<file path="src/rtl/fxacc_pkg.sv">
package fxacc_pkg;
  typedef enum logic {
    OVF_WRAP = 1'b0,
    OVF_SAT  = 1'b1
  } ovf_mode_e;
endpackage

</file>
<file path="src/rtl/fxacc_align.sv">
module fxacc_align #(
  parameter int IN_W     = 8,
  parameter int OUT_W    = 8,
  parameter int OUT_FRAC = 3,
  parameter int FRAC_W   = 3,
  parameter fxacc_pkg::ovf_mode_e MODE = fxacc_pkg::OVF_SAT
) (
  input  logic [IN_W-1:0]   op_data,
  input  logic [FRAC_W-1:0] op_frac,
  output logic [OUT_W-1:0]  conv_val,
  output logic              conv_ovf,
  output logic              conv_right
);
  localparam int BASE_W = (IN_W + OUT_FRAC > OUT_W) ? IN_W + OUT_FRAC : OUT_W;
  localparam int WW     = BASE_W + 1;
  localparam logic [OUT_W-1:0] MAXV = {1'b0, {(OUT_W-1){1'b1}}};
  localparam logic [OUT_W-1:0] MINV = {1'b1, {(OUT_W-1){1'b0}}};

  // Re-scale the operand to OUT_FRAC fraction bits in a width that loses nothing.
  function automatic logic signed [WW-1:0] rescale(input logic [IN_W-1:0] d,
                                                   input logic [FRAC_W-1:0] f);
    logic signed [WW-1:0] w;
    int fi;
    w  = WW'(signed'(d));
    fi = int'(f);
    if (fi > OUT_FRAC) w = w >>> (fi - OUT_FRAC);
    else               w = w <<< (OUT_FRAC - fi);
    return w;
  endfunction

  // True when the upper bits are a pure sign extension of bit OUT_W-1.
  function automatic logic fits_out(input logic signed [WW-1:0] w);
    return (&w[WW-1:OUT_W-1]) | ~(|w[WW-1:OUT_W-1]);
  endfunction

  logic signed [WW-1:0] wide;

  always_comb begin
    wide       = rescale(op_data, op_frac);
    conv_ovf   = ~fits_out(wide);
    conv_right = int'(op_frac) > OUT_FRAC;
  end

  generate
    if (MODE == fxacc_pkg::OVF_SAT) begin : g_sat
      assign conv_val = conv_ovf ? (wide[WW-1] ? MINV : MAXV) : wide[OUT_W-1:0];
    end else begin : g_wrap
      assign conv_val = wide[OUT_W-1:0];
    end
  endgenerate
endmodule

</file>
<file path="src/rtl/fxacc_satadd.sv">
module fxacc_satadd #(
  parameter int OUT_W = 8,
  parameter fxacc_pkg::ovf_mode_e MODE = fxacc_pkg::OVF_SAT
) (
  input  logic [OUT_W-1:0] add_a,
  input  logic [OUT_W-1:0] add_b,
  output logic [OUT_W-1:0] add_sum,
  output logic             add_ovf
);
  localparam logic [OUT_W-1:0] MAXV = {1'b0, {(OUT_W-1){1'b1}}};
  localparam logic [OUT_W-1:0] MINV = {1'b1, {(OUT_W-1){1'b0}}};

  function automatic logic sign_clash(input logic sa, input logic sb, input logic ss);
    return (sa == sb) && (ss != sa);
  endfunction

  logic [OUT_W-1:0] raw;

  always_comb begin
    raw     = add_a + add_b;
    add_ovf = sign_clash(add_a[OUT_W-1], add_b[OUT_W-1], raw[OUT_W-1]);
  end

  generate
    if (MODE == fxacc_pkg::OVF_SAT) begin : g_sat
      assign add_sum = add_ovf ? (add_a[OUT_W-1] ? MINV : MAXV) : raw;
    end else begin : g_wrap
      assign add_sum = raw;
    end
  endgenerate
endmodule

</file>
<file path="src/rtl/fxacc_top.sv">
module fxacc_top #(
  parameter int IN_W     = 8,
  parameter int OUT_W    = 8,
  parameter int OUT_FRAC = 3,
  parameter int FRAC_W   = 3,
  parameter fxacc_pkg::ovf_mode_e OVF_MODE = fxacc_pkg::OVF_SAT,
  parameter logic [OUT_W-1:0] BIAS = '0
) (
  input  logic              clk,
  input  logic              rst_n,
  input  logic              in_valid,
  output logic              in_ready,
  input  logic [IN_W-1:0]   in_data,
  input  logic [FRAC_W-1:0] in_frac,
  input  logic              in_last,
  output logic              out_valid,
  output logic [OUT_W-1:0]  out_sum,
  output logic              out_ovf
);
  // Named internal events, used by the bound checker.
  logic             accept;
  logic [OUT_W-1:0] acc_q;
  logic             sticky_q;
  logic [OUT_W-1:0] conv_val;
  logic             conv_ovf;
  logic             conv_right;
  logic [OUT_W-1:0] sum_next;
  logic             add_ovf;
  logic             step_ovf;

  assign accept   = in_valid & in_ready;
  assign step_ovf = conv_ovf | add_ovf;

  fxacc_align #(
    .IN_W(IN_W), .OUT_W(OUT_W), .OUT_FRAC(OUT_FRAC), .FRAC_W(FRAC_W), .MODE(OVF_MODE)
  ) u_align (
    .op_data   (in_data),
    .op_frac   (in_frac),
    .conv_val  (conv_val),
    .conv_ovf  (conv_ovf),
    .conv_right(conv_right)
  );

  fxacc_satadd #(
    .OUT_W(OUT_W), .MODE(OVF_MODE)
  ) u_add (
    .add_a  (acc_q),
    .add_b  (conv_val),
    .add_sum(sum_next),
    .add_ovf(add_ovf)
  );

  always_ff @(posedge clk) begin
    if (!rst_n) begin
      in_ready  <= 1'b0;
      acc_q     <= BIAS;
      sticky_q  <= 1'b0;
      out_valid <= 1'b0;
      out_sum   <= '0;
      out_ovf   <= 1'b0;
    end else begin
      in_ready  <= 1'b1;
      out_valid <= accept & in_last;
      if (accept) begin
        if (in_last) begin
          out_sum  <= sum_next;
          out_ovf  <= sticky_q | step_ovf;
          acc_q    <= BIAS;
          sticky_q <= 1'b0;
        end else begin
          acc_q    <= sum_next;
          sticky_q <= sticky_q | step_ovf;
        end
      end
    end
  end
endmodule

</file>
<file path="config.mk">
export PLATFORM = sky130hd
export DESIGN_NAME = fxacc_top
export DESIGN_NICKNAME = d
export VERILOG_FILES = /design/src/rtl/fxacc_pkg.sv /design/src/rtl/fxacc_align.sv /design/src/rtl/fxacc_satadd.sv /design/src/rtl/fxacc_top.sv
export SDC_FILE = /design/constraint.sdc
export NUM_CORES = 1
export LEC_CHECK = 0
export ABC_AREA = 1
export BUFFER_PORTS_ARGS = -buffer_cell sky130_fd_sc_hd__buf_2
export CAP_MARGIN = 5
export CORE_UTILIZATION = 40
export DETAILED_ROUTE_END_ITERATION = 8
export SYNTH_ARGS = -nofsm -noshare
export SYNTH_HDL_FRONTEND = slang
export SYNTH_HIERARCHICAL = 1
export SYNTH_SLANG_ARGS = --single-unit
</file>
<file path="constraint.sdc">
create_clock -name clk -period 4 [get_ports clk]
set_input_delay 0.8 -clock clk [delete_from_list [all_inputs] [get_ports clk]]
set_output_delay 0.8 -clock clk [all_outputs]
set_load 0.01 [all_outputs]
</file>
==> summary.txt <==
Status
  – Result of the run: finished, final reports clean

Detailed routing
  – Vias per cell: between 4 and 5
  – Residual DRC count: 0
  – Routed wirelength normalized by instance count: roughly 12 µm
  – Number of routed nets with antenna violations: 0
  – Detailed Routing Iterations Pass 1: 4
  – Total via count in the routed design: ~2,000
  – Routed wire length: roughly 4700 µm
  – Iteration-0 DRC count of the detailed router: about 100

Setup path
  – Kind of launch point of the worst setup path: primary input
  – Worst-path cell chain: buf_2 > ha_1 > ha_1 > nor2_4 > nand2_1 > nand2_1 > inv_1 > nand3_2 > nand2_2 > nand2_1 > nand2_1 > ha_1 > or2_1 > nand3_2 > nand3b_2 > nand2_1 > nand2_1 > o21ai_0 > nor2_1
  – Worst setup slack for register-to-register paths: 2.26 ns
  – Crit path DAT: ~3.6 ns
  – Delay-heaviest family, CP: simple AND/OR/NAND/NOR gates
  – Critical Path Sink Type: flop
  – CP bufs+invs: 2
  – Crit path top cell by count: sky130_fd_sc_hd__nand2_1
  – Largest fanout on the critical path: 20
  – Startpoint-to-endpoint class of the critical path: in -> reg
  – Largest incremental delay on the critical path: 0.33 ns
  – Slowest cell on the critical path: sky130_fd_sc_hd__ha_1
  – Required time of the critical path: roughly 4.2 ns

Clock tree
  – Setup bufs post-CTS: 0
  – Clock tree from TritonCTS: yes
  – Cts-stage hold buffer count: 0
  – CTS-repair resized insts: 0
  – Total clock buffers created by CTS: 3
  – Buffer levels on the longest clock path: 2
  – CTS Root Cell: sky130_fd_sc_hd__clkbuf_8
  – Insertion delay of the later-clocked pin in the worst-skew pair: between 0.2 and 0.3 ns
  – Post-CTS clock slew at the launch and capture registers of the worst setup and hold paths: ~0.080 ns
  – TritonCTS Sinks: 20
  – CTS H-tree depth: 1

STA
  – Total negative slack: 0 ns
  – Count of pins over their slew limit: 0
  – Unrepaired setup endpoints after global routing: no
  – Hold Slack: about 0.46 ns
  – Final Hold Fails: 0
  – Portion of the clock cycle consumed by the worst path in the final layout: 0.869
  – Clock period minus final worst setup slack: 3.48 ns
  – Transition time at the pin with the least slew margin: 0.428 ns
  – Setup Skew: between 0.006 and 0.007 ns
  – Highest attainable clock frequency: 288 MHz
  – Slew margin rel.: 0.714
  – Number of endpoints failing setup at the final stage: 0

Cells and area
  – Antenna diode count: 0
  – Area of the multi-input gates: 1300 µm²
  – Fillcell total: 484
  – Net total in the final layout: between 300 and 400
  – Top library cells by usage in the layout, fill and taps aside: 134 x sky130_fd_sc_hd__nand2_1, 50 x sky130_fd_sc_hd__nand3_1, 31 x sky130_fd_sc_hd__inv_1
  – Area occupied by registers: between 400 and 500 µm²
  – Most common cell after layout, fill and taps aside: sky130_fd_sc_hd__nand2_1
  – Post-synthesis to final-layout area growth: 10.5%
  – Fraction of layout instances using a drive strength above 1: 0.145

Floorplanning
  – Number of primary I/O pins: 26
  – Core area: ~4400 µm²
  – Die height: ~71 µm
  – Std cell rows: 24
  – Area of the die: 5010 µm²
  – Starting density of the core: 0.426
  – Die Wd: 70.8 µm

Power
  – Power density normalized to cell area: 335 nW/µm²
  – Part of the power in the clock network: 0.293
  – Net switching power of the design: about 0.00026 W
  – Static Leak: roughly 1.2 nW
  – Sequential share of power: 0.316
  – Combinational fraction of design power: 0.391
  – Internal power contribution: between 0.0004 and 0.0005 W
  – Proportion of total power due to net switching: 0.368
  – VDD IR-drop max: between 0.0002 and 0.00025 V

Yosys
  – Main combinational cell family by area after synthesis: simple AND/OR/NAND/NOR gates
  – Post-Synth Simple-Gate Area: 0.519
  – Unique masters post-synth: 28
  – Largest cells by area after synthesis: sky130_fd_sc_hd__nand2_1 27%, sky130_fd_sc_hd__dfxtp_1 21%, sky130_fd_sc_hd__nand3_1 13%, sky130_fd_sc_hd__inv_1 6.1%, sky130_fd_sc_hd__ha_1 5.9%
  – Top-area cell type share of the netlist area: 0.266
  – Post-synthesis instance area: between 1500 and 2000 µm²
  – Yosys Warn Count: 6
  – Post-synthesis cell count: between 300 and 400
  – Adder-cell area share of the yosys netlist: 0.0700
  – Flop and latch count out of synthesis: 20
  – Area fraction in compound gates after synthesis: 0.0852
  – Syn Nets: about 350
  – Post-Synthesis Mean Instance Area: just under 6 µm²
  – Mux cell area share after synthesis: 0
  – Sequential fraction of the synthesis area: 0.211
  – Library cell with the largest summed area after synthesis: sky130_fd_sc_hd__nand2_1
  – Post-Synth XOR/XNOR Area: 0.0139

Global routing
  – Overflow left after global routing: 0
  – Via count of the first global-routing pass: 1,982
  – Total GRT Usage: 0.204
  – Initial antenna violation count: 0
  – Global-route wire length before repair: between 8000 and 9000 µm
  – Largest net degree at the start of global routing: 21

Placement
  – Global placer's final weighted congestion: ~0.85
  – Count of input and output buffers: 25
  – HPWL Detailed: between 3000 and 4000 µm

Hold path
  – HP Class: reg -> reg

Job
  – Number of maximum-capacitance violations: 0
## metal layers
metal	track usage	part of all wire	vias up
li1	-	-	1078
met1	0.248	0.47	861
met2	0.374	0.48	34
met3	0.0214	0.030	6
met4	0.0667	0.014	0
met5	0	0	-
## worst register-to-register path, stage by stage, from the launching register on
cell and delay [ns]:
sky130_fd_sc_hd__dfxtp_1 0.33, sky130_fd_sc_hd__ha_1 0.36, sky130_fd_sc_hd__nand2_1 0.09, sky130_fd_sc_hd__nand2_1 0.08, sky130_fd_sc_hd__a21oi_2 0.18, sky130_fd_sc_hd__nand3b_2 0.18, sky130_fd_sc_hd__nand2_1 0.11, sky130_fd_sc_hd__nand2_1 0.07
sky130_fd_sc_hd__o21ai_0 0.17, sky130_fd_sc_hd__nor2_1 0.05
## per-stage QoR
stage	utilization	worst slack [ns]	power, W	instances	area, µm²
after floorplan	-	0.828	0.000437	323	1890
after global placement	0.455	0.329	0.000494	392	2020
after detailed placement	0.455	0.283	0.000496	392	2020
after CTS	0.471	0.533	0.000704	396	2090
after global routing	0.471	0.174	0.000758	396	2090
final	0.471	0.523	0.000701	396	2090
## Yosys cell counts
library cell                 n
sky130_fd_sc_hd__nand3_2     4
sky130_fd_sc_hd__nand2_4     3
sky130_fd_sc_hd__a21oi_1     8
sky130_fd_sc_hd__inv_1      31
sky130_fd_sc_hd__o21ai_0    15
sky130_fd_sc_hd__nor2_1     14
sky130_fd_sc_hd__nand3b_2    1
sky130_fd_sc_hd__fa_1        1
sky130_fd_sc_hd__clkbuf_1    1
sky130_fd_sc_hd__a22oi_1     3
sky130_fd_sc_hd__buf_4       3
sky130_fd_sc_hd__xor2_1      2
sky130_fd_sc_hd__xnor2_1     1
sky130_fd_sc_hd__nand3_1    50
sky130_fd_sc_hd__ha_1        9
sky130_fd_sc_hd__inv_2       1
sky130_fd_sc_hd__nor2_2      2
sky130_fd_sc_hd__nor2_4      2
sky130_fd_sc_hd__or2_1       1
sky130_fd_sc_hd__buf_6       3
sky130_fd_sc_hd__nand3b_1    1
sky130_fd_sc_hd__buf_2       2
sky130_fd_sc_hd__o21ai_1     3
sky130_fd_sc_hd__nand2_1   134
sky130_fd_sc_hd__nand2_2     6
sky130_fd_sc_hd__dfxtp_1    20
sky130_fd_sc_hd__nand4_1     1
sky130_fd_sc_hd__a21oi_2     1
## final timing paths
kind / from / endpoint / depth (start not counted)
worst min register to register: sticky_q / sticky_q / 2
worst min-delay path: sticky_q / sticky_q / 2
worst max register to register: acc_q[4] / acc_q[2] / 9
worst max-delay path: in_frac[0] / acc_q[2] / 19
## cell families after synthesis
group / count (synthesis)
AOI/OAI and AO/OA: 30
xor gates and xnor gates: 3
adders and majority gates: 10
DFF: 20
buffers and inverters: 41
and+or+nand+nor: 219
## power groups by stage
stage               Sequential [W]  Clock, W  Combinational (W)
global route              0.000223  0.000219           0.000316
detailed placement        0.000226         0           0.000270
global placement          0.000226         0           0.000269
CTS                       0.000222  0.000209           0.000273
floorplan                 0.000228         0           0.000209
finish                    0.000221  0.000206           0.000274
## layout make-up
| type | count | area share |
|---|---|---|
| multi-input cells | 262 | 0.623 |
| flip-flops and latches | 20 | 0.191 |
| repair buffers | 26 | 0.0634 |
| inverters | 32 | 0.0574 |
| well taps | 52 | 0.0311 |
| clock buffers | 3 | 0.0197 |
| clock inverters | 1 | 0.0143 |
## sequential cells by signal, indices dropped and copies added, names as in the netlist
name,flops
out_sum,8
acc_q,8
sticky_q,1
in_ready,1
out_valid,1
out_ovf,1
No activity file was read; power rests on OpenSTA's default activity.
